File: src/rtl/scl_gen_pkg.sv
package scl_gen_pkg;
  localparam int unsigned MIN_RELOAD = 2;

  typedef enum logic {
    SCL_LOW  = 1'b0,
    SCL_HIGH = 1'b1
  } scl_lvl_e;
endpackage

File: src/rtl/scl_reload_check.sv
module scl_reload_check #(
  parameter int unsigned RELOAD_W   = 9,
  parameter int unsigned MIN_RELOAD = scl_gen_pkg::MIN_RELOAD
) (
  input  logic                en_i,
  input  logic [RELOAD_W-1:0] reload_i,
  output logic                run_o,
  output logic                err_o
);
  localparam logic [RELOAD_W-1:0] MinVal = RELOAD_W'(MIN_RELOAD);

  logic too_small;
  assign too_small = (reload_i < MinVal);
  assign err_o     = en_i & too_small;
  assign run_o     = en_i & ~too_small;

  always_comb begin
    a_r2_err_excl : assert (!(err_o && run_o));
  end
endmodule

File: src/rtl/scl_half_counter.sv
module scl_half_counter #(
  parameter int unsigned RELOAD_W = 9
) (
  input  logic                clk_i,
  input  logic                rst_ni,
  input  logic                run_i,
  input  logic                hold_i,
  input  logic [RELOAD_W-1:0] reload_i,
  output logic                done_o
);
  logic [RELOAD_W-1:0] cnt_q;
  logic                active_q;

  assign done_o = run_i & active_q & ~hold_i & (cnt_q == '0);

  always_ff @(posedge clk_i or negedge rst_ni) begin
    if (!rst_ni) begin
      cnt_q    <= '0;
      active_q <= 1'b0;
    end else if (!run_i) begin
      cnt_q    <= '0;
      active_q <= 1'b0;
    end else if (!active_q) begin
      cnt_q    <= reload_i;   // first phase after start
      active_q <= 1'b1;
    end else if (hold_i) begin
      cnt_q    <= cnt_q;      // clock stretch
    end else if (cnt_q == '0) begin
      cnt_q    <= reload_i;   // new value only at an edge
    end else begin
      cnt_q    <= cnt_q - 1'b1;
    end
  end

  a_r5_stretch_hold : assert property (@(posedge clk_i) disable iff (!rst_ni)
    (run_i && active_q && hold_i) |=> (cnt_q == $past(cnt_q)));

  a_r4_cnt_clear : assert property (@(posedge clk_i) disable iff (!rst_ni)
    !run_i |=> (cnt_q == '0 && !active_q));

  a_r6_mid_phase : assert property (@(posedge clk_i) disable iff (!rst_ni)
    (run_i && active_q && !hold_i && cnt_q != '0) |=> (cnt_q == $past(cnt_q) - 1'b1));
endmodule

File: src/rtl/scl_phase_ctrl.sv
module scl_phase_ctrl (
  input  logic clk_i,
  input  logic rst_ni,
  input  logic run_i,
  input  logic done_i,
  output logic scl_o,
  output logic tick_o
);
  import scl_gen_pkg::*;

  scl_lvl_e lvl_q;
  logic     tick_q;

  always_ff @(posedge clk_i or negedge rst_ni) begin
    if (!rst_ni) begin
      lvl_q  <= SCL_HIGH;
      tick_q <= 1'b0;
    end else if (!run_i) begin
      lvl_q  <= SCL_HIGH;
      tick_q <= 1'b0;
    end else begin
      tick_q <= done_i;
      if (done_i) lvl_q <= (lvl_q == SCL_HIGH) ? SCL_LOW : SCL_HIGH;
    end
  end

  assign scl_o  = (lvl_q == SCL_HIGH);
  assign tick_o = tick_q;

  a_r3_tick_toggle : assert property (@(posedge clk_i) disable iff (!rst_ni)
    tick_o |-> (scl_o != $past(scl_o)));

  a_r3_quiet_level : assert property (@(posedge clk_i) disable iff (!rst_ni)
    (run_i && !done_i) |=> (!tick_o && $stable(scl_o)));

  a_r4_release : assert property (@(posedge clk_i) disable iff (!rst_ni)
    !run_i |=> (scl_o && !tick_o));
endmodule

File: src/rtl/scl_rate_gen.sv
module scl_rate_gen #(
  parameter int unsigned RELOAD_W   = 9,
  parameter int unsigned MIN_RELOAD = scl_gen_pkg::MIN_RELOAD
) (
  input  logic                clk_i,
  input  logic                rst_ni,
  input  logic                en_i,
  input  logic [RELOAD_W-1:0] reload_i,
  input  logic                scl_sense_i,
  output logic                scl_o,
  output logic                tick_o,
  output logic                reload_err_o
);
  logic run, done, hold;

  scl_reload_check #(
    .RELOAD_W  (RELOAD_W),
    .MIN_RELOAD(MIN_RELOAD)
  ) u_check (
    .en_i    (en_i),
    .reload_i(reload_i),
    .run_o   (run),
    .err_o   (reload_err_o)
  );

  // released high but bus still low: another device stretches SCL
  assign hold = scl_o & ~scl_sense_i;

  scl_half_counter #(
    .RELOAD_W(RELOAD_W)
  ) u_cnt (
    .clk_i   (clk_i),
    .rst_ni  (rst_ni),
    .run_i   (run),
    .hold_i  (hold),
    .reload_i(reload_i),
    .done_o  (done)
  );

  scl_phase_ctrl u_phase (
    .clk_i (clk_i),
    .rst_ni(rst_ni),
    .run_i (run),
    .done_i(done),
    .scl_o (scl_o),
    .tick_o(tick_o)
  );

  a_r2_err_idle : assert property (@(posedge clk_i) disable iff (!rst_ni)
    reload_err_o |=> (scl_o && !tick_o));

  a_r5_no_tick_stretched : assert property (@(posedge clk_i) disable iff (!rst_ni)
    (scl_o && !scl_sense_i) |=> !(tick_o && !scl_o && $past(scl_o)));
endmodule

File: config.mk
export PLATFORM = sky130hd
export DESIGN_NAME = scl_rate_gen
export DESIGN_NICKNAME = d
export VERILOG_FILES = /design/src/rtl/scl_gen_pkg.sv /design/src/rtl/scl_reload_check.sv /design/src/rtl/scl_half_counter.sv /design/src/rtl/scl_phase_ctrl.sv /design/src/rtl/scl_rate_gen.sv
export SDC_FILE = /design/constraint.sdc
export NUM_CORES = 1
export LEC_CHECK = 0
export ABC_AREA = 1
export BUFFER_PORTS_ARGS = -buffer_cell sky130_fd_sc_hd__buf_2
export CORE_MARGIN = 2
export CORE_UTILIZATION = 43
export CTS_BUF_LIST = sky130_fd_sc_hd__clkbuf_16
export DETAILED_ROUTE_END_ITERATION = 8
export PLACE_DENSITY = 0.67
export SLEW_MARGIN = 20
export SYNTH_ARGS = -nofsm -noshare
export SYNTH_HDL_FRONTEND = slang
export SYNTH_HIERARCHICAL = 1
export SYNTH_SLANG_ARGS = --single-unit
File: constraint.sdc
create_clock -name clk_i -period 1.7 [get_ports clk_i]
set_clock_uncertainty 0.15 [all_clocks]
set_input_delay 0.085 -clock clk_i [delete_from_list [all_inputs] [get_ports clk_i]]
set_output_delay 0.085 -clock clk_i [all_outputs]
set_load 0.05 [all_outputs]
==> flow_summary.toml <==
[critical_path]
required_ps = 1710
cp.arrival_ps = 1620
path_class = "register to register"
start_kind = "register"
crit_path_end_kind = "register"
r2r_setup_slack_ps = 90
crit_fanout = 7

[synthesis]
syn_inst = 133
avgSynthCellArea_sq_um = 6.62
synth.top_cells.by_area = "dfrtp_1, nand2_1, inv_1"
synth_cell_types = 20
synthArstFlopShare_pct = 100
yosysSeqAreaShare_pct = 34.2
synth_top_area_share_pct = 31.3
synth_nets = 147
ys_ff_latch = 12
yosys-top-cells-count = "nand2_1, inv_1, nand3_1, dfrtp_1, nor2_1"
yosysWarnings = 6
synth_edf_count = 0
synth_most_common_cell = "nand2_1"
syn_area_sq_um = 881
synth_flop_cell = "dfrtp_1"
synth_top_cell_by_area = "dfrtp_1"

[floorplan]
fp.dieH_microns = 49.3
core_region_area_sq_mm = 0.00194
initial_core_util_pct = 45.4
die-width_microns = 49.3
boundaryPins = 16
num_rows = 16
dieArea_sq_mm = 0.00243

[detailed_routing]
vias_per_cell = 4.64
vias = 853
ant_nets = 0
drc_errors = 0
drt_iter0_drc = 20
drt_first_pass_iters = 4
drt_wl_total_microns = 2010
wire_per_inst_microns = 10.9

[cells_and_area]
fill_cells = 190
fin_cells = 184
drive_above_1_share_pct = 22.3
area_delta_synth_final_pct = 27.6
antenna-diode-count = 0
fin_nets = 172

[timing]
final.min_clock_period_ps = 1610
holdWs_ps = -2.81
setup_viol = 0
slew_headroom_pct = 79.6
hold_violations = 1
fin_crit_sh_pct = 94.5
clock.fmax_mhz = 622
drv_slew = 0
worst_slew_pin_slew_ps = 306

[clock_network]
clk_latency_ps = 240
numCtsBuffers = 3
clock_path_buffers = 2
postCtsSetupBuffers = 0
path_clk_slew_ps = 40
cts_tree = "built"
root_buffer = "clkbuf_16"
clock_sink_count = 12
htreeDepth = 1

[power]
power_density_mw_per_mm2 = 951
leakage_nw = 0.642
power.total_mw = 1.07
peakVddDrop_mv = 0.534

[global_route]
grt_pass1_wl_microns = 3480
antenna_found_initial = 0
first_global_vias = 852
grt_overflow = 0
grt_max_degree = 13
grtUsageTotal_pct = 18.5

[placed_design]
dp_cells = 178
dp_hpwl_microns = 1520
globalplace.congestion = 0.774
port_buffers = 15

[status]
status = "complete, but fails checks"
violations = "hold timing"

[hold_path]
min_path_type = "input port to register"

[job]
cap_violations = 0
[power breakdown]
part	total [mW]	internal, mW	switching [mW]	leakage (nW)
clock	0.434	0.310	0.124	0.0385
combinational	0.284	0.108	0.176	0.452
sequential	0.350	0.316	0.0342	0.152
total	1.07	0.734	0.334	0.642
[worst max-delay path, cell delays in order (launching register included)]
cell	delay (ps)
dfrtp_1	380
inv_1	90
ha_1	220
nand2_4	80
nor2_4	150
nand2_4	120
nor3_4	160
inv_1	60
nand2_1	50
nand3_1	80
[layout make-up]
cell class / instances / area, sq um / share of cell area (%)
multi-input combinational: 95 / 490 / 43.7
tap: 27 / 33.8 / 3.01
clock inverter: 1 / 3.75 / 0.334
inverter: 25 / 93.8 / 8.35
sequential: 12 / 302 / 26.8
timing repair buffer: 21 / 125 / 11.1
clock buffer: 3 / 75.1 / 6.68
[cells in the final DEF (no fill, tap or decap), types with 2 or more instances in the layout]
cell	synthesis	layout
dlygate4sd3_1	0	2
nor2_4	3	4
nor2_1	10	10
inv_1	25	25
buf_2	0	15
clkbuf_16	0	3
nor2_2	3	2
dfrtp_1	11	11
nand2_4	2	2
nand2_1	48	48
nand3_1	18	18
buf_4	0	4
[sequential cells by signal (all words and copies together), names as in the netlist]
name and cells:
u_cnt/cnt_q 9, u_cnt/active_q 1, u_phase/scl_o 1, u_phase/tick_o 1
[per-stage QoR]
stage          TNS [ps]  setup slack (ps)  hold WS [ps]  util, %  cell area [sq um]
2_1_floorplan         0              47.8          -361        -                886
3_3_place_gp          0              79.1          -168     52.2               1010
3_5_place_dp          0              5.47          -168     52.2               1010
4_1_cts               0              2.98         0.504     57.3               1110
5_1_grt           -9.92             -9.92          47.6     57.9               1120
6_report              0              93.3         -2.81     57.9               1120
[final timing paths]
| check | endpoint | cells after the start | from |
|---|---|---|---|
| setup / recovery | u_phase/scl_o | 9 | u_cnt/cnt_q[0] |
| hold / removal | u_cnt/cnt_q[0] | 5 | reload_i[0] |
| setup reg to reg | u_phase/scl_o | 9 | u_cnt/cnt_q[0] |
| hold reg to reg | u_cnt/cnt_q[0] | 2 | u_cnt/cnt_q[0] |
| max in group asynchronous | u_phase/scl_o | 2 | rst_ni |
| min in group asynchronous | u_cnt/cnt_q[7] | 2 | rst_ni |
[layer usage]
layer / GRT usage [%] / vias up / wire length, microns
met5: 0 / - / 0
met4: 7.62 / 0 / 15
met3: 2.45 / 2 / 46
met2: 32.0 / 13 / 990
met1: 23.0 / 384 / 960
li1: - / 454 / -
[kinds of logic (layout without fill, tap and decap cells)]
kind of cell / Yosys count / in the layout / share of synthesized area [%]
adder cells (fa/ha/maj): 1 / 1 / 1.42
AND/OR/NAND/NOR: 90 / 90 / 49.4
XOR/XNOR: 1 / 1 / 0.994
AO/OA/AOI/OAI: 3 / 3 / 1.99
flip-flops: 12 / 12 / 34.2
buffers and inverters: 26 / 50 / 11.9
[repair_timing]
item                                    4_1_cts  5_1_grt
hold endpoints to repair                     13        0
gates resized for setup                       0        2
endpoints found under the setup margin        0        2
hold buffers                                  2        0
No activity file was read; power rests on OpenSTA's default activity.
